[src/rtl/gpr_pkg.sv]
// Package: shared access-mode encoding for the register file.
// Assumes: the register width is even, so that it splits into two halves.
package gpr_pkg;

    typedef enum logic [1:0] {
        ACC_WORD = 2'b00,
        ACC_LOW  = 2'b01,
        ACC_HIGH = 2'b10,
        ACC_RSVD = 2'b11
    } acc_mode_e;

endpackage

[src/rtl/gpr_word_cell.sv]
// Module: one register of the file, stored as two independently enabled halves.
// Assumes: half_we is already qualified by the decoder. d carries the data
// already steered into the half lane being written.
module gpr_word_cell #(
    parameter int W = 16
) (
    input  logic         clk,
    input  logic         rst_n,
    input  logic [1:0]   half_we,
    input  logic [W-1:0] d,
    output logic [W-1:0] q
);
    localparam int HALF = W / 2;

    for (genvar h = 0; h < 2; h++) begin : g_half
        // Update one half on its own enable, and clear it on reset.
        always_ff @(posedge clk) begin
            if (!rst_n)
                q[h*HALF +: HALF] <= '0;
            else if (half_we[h])
                q[h*HALF +: HALF] <= d[h*HALF +: HALF];
        end
    end

    a_r1_reset_clear: assert property (@(posedge clk) !rst_n |=> q == '0);
    a_r3_low_keeps_high: assert property (@(posedge clk) disable iff (!rst_n)
        half_we == 2'b01 |=> q[W-1:HALF] == $past(q[W-1:HALF]));
    a_r4_high_keeps_low: assert property (@(posedge clk) disable iff (!rst_n)
        half_we == 2'b10 |=> q[HALF-1:0] == $past(q[HALF-1:0]));
    a_r10_idle_hold: assert property (@(posedge clk) disable iff (!rst_n)
        half_we == 2'b00 |=> $stable(q));

endmodule

[src/rtl/gpr_write_decode.sv]
// Module: turns a write request into per-register half enables and lane data.
// It also decides whether the request is refused.
// Assumes: registers below NUM_GEN allow half access and all others are word-only.
module gpr_write_decode
    import gpr_pkg::*;
#(
    parameter int W       = 16,
    parameter int NUM_GEN = 4,
    parameter int NREG    = 8,
    parameter int IDX_W   = 3
) (
    input  logic             clk,
    input  logic             rst_n,
    input  logic             wr_en,
    input  logic [IDX_W-1:0] wr_idx,
    input  logic [1:0]       wr_mode,
    input  logic [W-1:0]     wr_data,
    output logic [1:0]       half_we [NREG],
    output logic [W-1:0]     lane_data,
    output logic             reject
);
    localparam int HALF = W / 2;

    acc_mode_e  mode;
    logic       is_gen;
    logic [1:0] half_sel;
    logic [NREG-1:0] hit;

    assign mode   = acc_mode_e'(wr_mode);
    assign is_gen = int'(wr_idx) < NUM_GEN;

    // Pick which halves the mode writes and whether the request is legal.
    always_comb begin
        half_sel = 2'b00;
        reject   = 1'b0;
        unique case (mode)
            ACC_WORD: half_sel = 2'b11;
            ACC_LOW:  if (is_gen) half_sel = 2'b01; else reject = 1'b1;
            ACC_HIGH: if (is_gen) half_sel = 2'b10; else reject = 1'b1;
            default:  reject = 1'b1;
        endcase
    end

    // Steer the low bits of the data into both lanes for half writes.
    always_comb begin
        if (mode == ACC_WORD)
            lane_data = wr_data;
        else
            lane_data = {wr_data[HALF-1:0], wr_data[HALF-1:0]};
    end

    for (genvar r = 0; r < NREG; r++) begin : g_en
        assign hit[r]     = wr_en && (int'(wr_idx) == r);
        assign half_we[r] = hit[r] ? half_sel : 2'b00;
    end

    a_r2_single_target: assert property (@(posedge clk) disable iff (!rst_n)
        $onehot0(hit));
    a_r6_refused_no_enable: assert property (@(posedge clk) disable iff (!rst_n)
        reject |-> half_we[wr_idx] == 2'b00);

endmodule

[src/rtl/gpr_read_port.sv]
// Module: one combinational read port with word and half extraction.
// Assumes: regs reflects the stored state before any pending write.
module gpr_read_port
    import gpr_pkg::*;
#(
    parameter int W       = 16,
    parameter int NUM_GEN = 4,
    parameter int NREG    = 8,
    parameter int IDX_W   = 3
) (
    input  logic             clk,
    input  logic             rst_n,
    input  logic [W-1:0]     regs [NREG],
    input  logic [IDX_W-1:0] idx,
    input  logic [1:0]       mode,
    output logic [W-1:0]     data
);
    localparam int HALF = W / 2;

    logic [W-1:0] word;
    logic         is_gen;
    acc_mode_e    m;

    assign word   = regs[idx];
    assign is_gen = int'(idx) < NUM_GEN;
    assign m      = acc_mode_e'(mode);

    // Format the selected register according to the access mode.
    always_comb begin
        data = '0;
        unique case (m)
            ACC_WORD: data = word;
            ACC_LOW:  if (is_gen) data[HALF-1:0] = word[HALF-1:0];
            ACC_HIGH: if (is_gen) data[HALF-1:0] = word[W-1:HALF];
            default:  data = '0;
        endcase
    end

    a_r5_half_zero_ext: assert property (@(posedge clk) disable iff (!rst_n)
        (m == ACC_LOW || m == ACC_HIGH) |-> data[W-1:HALF] == '0);
    a_r7_ptr_half_zero: assert property (@(posedge clk) disable iff (!rst_n)
        ((m != ACC_WORD && !is_gen) || m == ACC_RSVD) |-> data == '0);

endmodule

[src/rtl/gpr_file.sv]
// Module: a register file of general and pointer/index registers, with two read
// ports and one write port. General registers also allow half access.
// Assumes: synchronous active-low reset, and inputs stable around the rising edge.
module gpr_file
    import gpr_pkg::*;
#(
    parameter int W       = 16,
    parameter int NUM_GEN = 4,
    parameter int NUM_PTR = 4
) (
    input  logic                                 clk,
    input  logic                                 rst_n,
    input  logic                                 wr_en,
    input  logic [$clog2(NUM_GEN+NUM_PTR)-1:0]   wr_idx,
    input  logic [1:0]                           wr_mode,
    input  logic [W-1:0]                         wr_data,
    input  logic [$clog2(NUM_GEN+NUM_PTR)-1:0]   rd0_idx,
    input  logic [1:0]                           rd0_mode,
    output logic [W-1:0]                         rd0_data,
    input  logic [$clog2(NUM_GEN+NUM_PTR)-1:0]   rd1_idx,
    input  logic [1:0]                           rd1_mode,
    output logic [W-1:0]                         rd1_data,
    output logic                                 wr_illegal
);
    localparam int NREG  = NUM_GEN + NUM_PTR;
    localparam int IDX_W = $clog2(NREG);

    logic [1:0]   half_we [NREG];
    logic [W-1:0] lane_data;
    logic         reject;
    logic [W-1:0] regs [NREG];

    gpr_write_decode #(.W(W), .NUM_GEN(NUM_GEN), .NREG(NREG), .IDX_W(IDX_W)) u_dec (
        .clk(clk), .rst_n(rst_n), .wr_en(wr_en), .wr_idx(wr_idx),
        .wr_mode(wr_mode), .wr_data(wr_data), .half_we(half_we),
        .lane_data(lane_data), .reject(reject)
    );

    for (genvar r = 0; r < NREG; r++) begin : g_reg
        gpr_word_cell #(.W(W)) u_cell (
            .clk(clk), .rst_n(rst_n), .half_we(half_we[r]),
            .d(lane_data), .q(regs[r])
        );
    end

    gpr_read_port #(.W(W), .NUM_GEN(NUM_GEN), .NREG(NREG), .IDX_W(IDX_W)) u_rd0 (
        .clk(clk), .rst_n(rst_n), .regs(regs), .idx(rd0_idx),
        .mode(rd0_mode), .data(rd0_data)
    );

    gpr_read_port #(.W(W), .NUM_GEN(NUM_GEN), .NREG(NREG), .IDX_W(IDX_W)) u_rd1 (
        .clk(clk), .rst_n(rst_n), .regs(regs), .idx(rd1_idx),
        .mode(rd1_mode), .data(rd1_data)
    );

    // Flag a refused write for the single cycle that follows it.
    always_ff @(posedge clk) begin
        if (!rst_n)
            wr_illegal <= 1'b0;
        else
            wr_illegal <= wr_en && reject;
    end

    a_r6_flag_on_refusal: assert property (@(posedge clk) disable iff (!rst_n)
        (wr_en && ((wr_mode != 2'b00 && int'(wr_idx) >= NUM_GEN) || wr_mode == 2'b11))
        |=> wr_illegal);
    a_r10_no_flag_idle: assert property (@(posedge clk) disable iff (!rst_n)
        !wr_en |=> !wr_illegal);
    a_r9_read_before_write: assert property (@(posedge clk) disable iff (!rst_n)
        (wr_en && rd0_idx == wr_idx && rd0_mode == 2'b00)
        |-> rd0_data == regs[wr_idx]);

endmodule

[config.mk]
export PLATFORM = sky130hd
export DESIGN_NAME = gpr_file
export DESIGN_NICKNAME = d
export VERILOG_FILES = /design/src/rtl/gpr_pkg.sv /design/src/rtl/gpr_word_cell.sv /design/src/rtl/gpr_write_decode.sv /design/src/rtl/gpr_read_port.sv /design/src/rtl/gpr_file.sv
export SDC_FILE = /design/constraint.sdc
export NUM_CORES = 1
export LEC_CHECK = 0
export BUFFER_PORTS_ARGS = -buffer_cell sky130_fd_sc_hd__buf_2
export CORE_ASPECT_RATIO = 1.1
export CORE_MARGIN = 10
export CORE_UTILIZATION = 50
export CTS_BUF_LIST = sky130_fd_sc_hd__clkbuf_8
export CTS_CLUSTER_DIAMETER = 100
export DETAILED_ROUTE_END_ITERATION = 12
export GPL_TIMING_DRIVEN = 0
export PLACE_DENSITY_LB_ADDON = 0.08
export SYNTH_ARGS = -nofsm -noshare
export SYNTH_HDL_FRONTEND = slang
export SYNTH_SLANG_ARGS = --single-unit
[constraint.sdc]
create_clock -name clk -period 3.7 [get_ports clk]
set_clock_uncertainty 0.05 [all_clocks]
set_input_delay 0.185 -clock clk [delete_from_list [all_inputs] [get_ports clk]]
set_output_delay 0.185 -clock clk [all_outputs]
set_load 0.1 [all_outputs]
# [After elaboration in Yosys (flattened, before gate mapping)]
# Index checks and enable logic that the tools add are counted.
[totals] ff_bits=129 latchBits=0 mem_bits_rw=0 mem_bits_ro=0 in_bits=34 out_inout_bits=33 word_cells=79 memories=0
[classes] n_addsub=0 multipliers=0 div_mod_pow=0 n_lt_le_gt_ge=5 eq_ne=13 shift=0 mux=28 n_bitwise=2 reduce_logical=14
[op_table] op="$bmux W16 S3" count=2
[op_table] op="$mux W16" count=5
[op_table] op="$mux W8" count=6
[op_table] op="$pmux W8 S3" count=2
[op_table] op="$mux W2" count=9
[op_table] op="$eq A3 B3 Y1 const B" count=4
[op_table] op="$logic_and A1 B1 Y1" count=9
[op_table] op="$lt A3 B3 Y1 const B" count=3
[op_table] op="$ge A4 B4 Y1 const B" count=2
[op_table] op="$not A3 Y4" count=2
[op_table] op="$eq A2 B1 Y1 const B" count=3
[op_table] op="$eq A2 B2 Y1 const B" count=3
[op_table] op="$eq A3 B2 Y1 const B" count=2
[op_table] op="$logic_not A2 Y1" count=3
[op_table] op="$pmux W2 S3" count=1
[op_table] op="$eq A3 B1 Y1 const B" count=1
[op_table] op="$logic_not A3 Y1" count=1
[op_table] op="$mux W1" count=2
[op_table] op="$pmux W1 S2" count=1
[op_table] op="$reduce_or A2 Y1" count=1

# [Depth between registers and ports, before layout]
[depth] depth_word=6 depth_mapped=6

# [Modules after synthesis]
# A second synthesis with hierarchy kept.
[hier_totals] hier_cells=677 hier_area_um2=7798.7
[by_module_without_submodules] mod="gpr_word_cell" instances=8 cells_per_inst=51 area_each_um2=608.1 seq_area_each_um2=320.3
[by_module_without_submodules] mod="gpr_read_port" instances=2 cells_per_inst=108 area_each_um2=1268.7 seq_area_each_um2=0.0
[by_module_without_submodules] mod="gpr_write_decode" instances=1 cells_per_inst=51 area_each_um2=370.4 seq_area_each_um2=0.0
[by_module_without_submodules] mod="gpr_file" instances=1 cells_per_inst=2 area_each_um2=26.3 seq_area_each_um2=20.0

# [Worst setup path before layout]
# No wires, ideal clock.
[synth_timing] path_type="input -> output" startpoint="input rd0_idx[1]" endpoint="output rd0_data[10]" arrival_time_ns=2.181 required_time_ns=3.465 path_slack_ns=1.284 path_stages=5 path_buffers=2 cell_sequence="buf_2 buf_2 mux4_2 mux2i_1 nor2_1"
[synth_via] elab_chain_cells=5
[synth_rtl] item="start, declared" line_no="gpr_file.sv:17" source="input logic [$clog2(NUM_GEN+NUM_PTR)-1:0] rd0_idx,"
[synth_rtl] item="$not A3 Y4 (not written as such)" line_no="gpr_read_port.sv:24" source="assign word = regs[idx];"
[synth_rtl] item="$bmux W16 S3" line_no="gpr_read_port.sv:24"
[synth_rtl] item="$mux W16 (not written as such) (2 in series)" line_no="gpr_read_port.sv:24"
[synth_rtl] item="$mux W8" line_no="gpr_read_port.sv:31" source="unique case (m)"
[synth_rtl] item="end, declared" line_no="gpr_file.sv:19" source="output logic [W-1:0] rd0_data,"
# Every way passes these cells. The select of a mux whose other input is x is not followed.

# [Worst setup path after layout]
[layout_timing] startpoint="input rd1_idx[2]" endpoint="output rd1_data[5]"
[layout_via] elab_chain_cells=6
[layout_rtl] item="start, declared" line_no="gpr_file.sv:20" source="input logic [$clog2(NUM_GEN+NUM_PTR)-1:0] rd1_idx,"
[layout_rtl] item="$not A3 Y4 (not written as such)" line_no="gpr_read_port.sv:24"
[layout_rtl] item="$bmux W16 S3" line_no="gpr_read_port.sv:24"
[layout_rtl] item="$mux W16 (not written as such) (2 in series)" line_no="gpr_read_port.sv:24"
[layout_rtl] item="$mux W8, on equally long branches" line_no="gpr_read_port.sv:34, gpr_read_port.sv:33"
[layout_rtl] item="$pmux W8 S3 *" line_no="gpr_read_port.sv:31"
[layout_rtl] item="end, declared" line_no="gpr_file.sv:22" source="output logic [W-1:0] rd1_data,"
# Every way passes the cells marked *; elsewhere a longest branch is shown, timed or not. The select of a mux whose other input is x is not followed.

==> impl_metrics.csv <==
group,metric,value,unit
place,port_buffers,63,
layout,final_cell_area,0.008589,mm²
grt,antenna_found_initial,0,
sta,fmax,358.1,MHz
worst_hold_path,hold_end,"wr_illegal",
routing,finalWirelength,25890,µm
critical_path,ff2ff_path_depth,2,
synthesis,syn-cell-area,0.007607,mm²
routing,drcViolationCount,0,
routing,routedWlPerCell,26.02,µm
synthesis,synthArstFlopShare,0,%
grt,grt_pass1_vias,6394,
critical_path,slowest_delay,1170,ps
die,core,0.01500,mm²
critical_path,end_kind,"output port",
layout,syn2layout_area_growth,12.91,%
critical_path,critPathKind,"in2out",
place,dp_cells,962,
place,placed_area,0.008168,mm²
die,num_io_pins,67,
critical_path,path_delay_family,"simple AND/OR/NAND/NOR gates",
layout,fillers,1365,
grt,grtUsageTotal,25.76,%
power_and_ir_drop,power_density,350.9,mW/mm²
synthesis,synth_edf_count,0,
worst_hold_path,hold_start,"wr_idx[2]",
layout,finalNonFillerCells,995,
place,dp_slack,942.1,ps
die,row_count,47,
die,start_util,50.73,%
sta,setup_slack,907.7,ps
layout,final-seq-area,0.002582,mm²
layout,layout_common_cells,"nand2_1 (161), mux2i_1 (144), dfxtp_1 (129)",
synthesis,yosysWarnings,0,
routing,vias,6255,
grt,grt_pass1_wl,39040,µm
critical_path,crit_top_cell,"buf_2",
clocking,cts_setup_buffers,0,
sta,worst_pin_slew,1447,ps
grt,overflow,0,
place,dpl.hpwl,17980,µm
layout,multi_input_area,0.004770,mm²
power_and_ir_drop,p_leak,3.187,nW
critical_path,cp.required,3460,ps
synthesis,ys.flop_type,"dfxtp_1",
power_and_ir_drop,p_total,3.014,mW
clocking,clock_latency,460,ps
synthesis,syn_nets,741,
critical_path,rr_startpoint,"g_reg[2].u_cell.q[9]",
sta,relSlewSlack,2.783,%
sta,rsz0062_at_grt,"false",
critical_path,regToRegSetupSlack,2930,ps
routing,routed_via_density,6.286,
routing,ant_nets,0,
layout,final_common_cell,"nand2_1",
synthesis,ys_ff_latch,129,
layout,nNetsFinal,824,
clocking,clk_pin_slew,80,ps
layout,final_util,57.28,%
clocking,numClockSinks,129,
job,cap_violations,0,
synthesis,yosysSeqAreaShare,33.95,%
die,die_h,149.4,µm
die,die_w,137.6,µm
worst_hold_path,whs_path_depth,4,
routing,drt-initial-drc-count,663,
power_and_ir_drop,ir_drop,0.2067,mV
clocking,clockBufferDepth,2,
sta,holdWs,135.8,ps
synthesis,synth.avg_cell_area,10.82,µm²
layout,drive_gt1_share,33.04,%
sta,min_period,2792,ps
critical_path,critical_path.max_fanout,10,
critical_path,cp.arrival,2560,ps
sta,setup_viol,0,
grt,grt_max_degree,17,
place,place_congestion,0.9209,
clocking,cts-htree-levels,4,
critical_path,cp.buffers_inverters,3,
status,status,"complete, no violations",
critical_path,crit_slowest_cell,"nor3_1",
sta,maxSlewViolCount,0,
clocking,tritoncts,"built",
clocking,cts_buffers,17,
sta,final-hold-violation-count,0,
sta,fin_crit_sh,75.47,%
critical_path,start_kind,"input port",
clocking,clock-root-buffer,"clkbuf_8",
die,die_area,0.02055,mm²
synthesis,syn-instance-count,703,
worst_hold_path,hp-class,"in2reg",
sta,fin_setup_tns,0,ps
critical_path,timing.rr.end,"g_reg[2].u_cell.q[9]",
synthesis,yosysUniqueCellTypes,31,
critical_path,crit_chain,"buf_2 > buf_2 > nor3_1 > a22oi_1 > nand3_1 > buf_2",
layout,antenna_cells,0,
routing,first_pass_iters,5,
## worst reg2reg max path, delay by kind of cell, from the launching register on
kind,cells,cell delay (ps)
DFF,1,420
muxes,1,150
and+or+nand+nor,1,70
## synthesized netlist by cell type, types with 3 or more instances
library cell	number	share of area [%]
a22oi_1	32	3.2
buf_1	7	0.35
buf_2	18	1.2
buf_4	5	0.49
buf_6	3	0.44
clkbuf_1	12	0.59
dfxtp_1	129	34
ha_1	4	0.66
mux2_2	72	11
mux2i_1	144	19
mux4_2	48	14
nand2_1	161	7.9
nand3_1	16	1.1
nor2_1	16	0.79
nor2_4	10	1.5
nor3b_2	4	0.66
## what timing repair did
action / in CTS / in global routing
hold buffers: 1 / 0
hold endpoints to repair: 1 / 0
gates resized for setup: 0 / 0
## routing by layer
metal / global-route usage (%) / wire length, µm / vias to the layer above
met5: 0 / 0 / -
met4: 11.66 / 993 / 0
met3: 6.233 / 2150 / 83
met2: 41.68 / 12480 / 335
met1: 31.63 / 10270 / 3106
li1: - / - / 2731
## flip-flops by register name, indices dropped and copies added (netlist names)
register / cells
g.u_cell.q: 128
wr_illegal: 1
## cell families after synthesis
| group | synth area share [%] |
|---|---|
| flip-flops | 33.95 |
| AND/OR/NAND/NOR | 14.59 |
| adder cells (fa/ha/maj) | 0.6579 |
| AO/OA/AOI/OAI | 3.569 |
| buffers and inverters | 3.421 |
| multiplexers | 43.82 |
## power by group
part | switching (mW) | total, mW | internal, mW
logic | 0.230 | 0.339 | 0.109
registers | 0.0106 | 1.41 | 1.40
clock network | 0.575 | 1.26 | 0.690
total | 0.816 | 3.01 | 2.20
## final cells by class
| cell class | count | share of cell area, % |
|---|---|---|
| plain buffers | 46 | 2.942 |
| clock buffers | 19 | 3.044 |
| clock inverters | 13 | 1.690 |
| inverters | 2 | 0.08740 |
| multi-input cells | 526 | 55.53 |
| flip-flops and latches | 129 | 30.07 |
| well taps | 196 | 2.855 |
| repair buffers | 64 | 3.787 |
## worst max-delay path by stage
stage | from | to | slack [ps] | cells past startpoint
global route | rd1_idx[2] | rd1_data[2] | 880 | 6
CTS | rd1_idx[2] | rd1_data[5] | 950 | 6
detailed placement | rd1_idx[2] | rd1_data[5] | 940 | 6
global placement | rd0_idx[2] | rd0_data[5] | 970 | 6
floorplan | rd0_idx[1] | rd0_data[10] | 1280 | 5
finish | rd1_idx[2] | rd1_data[5] | 910 | 6
Note: power is estimated with default switching activity, not from simulation.
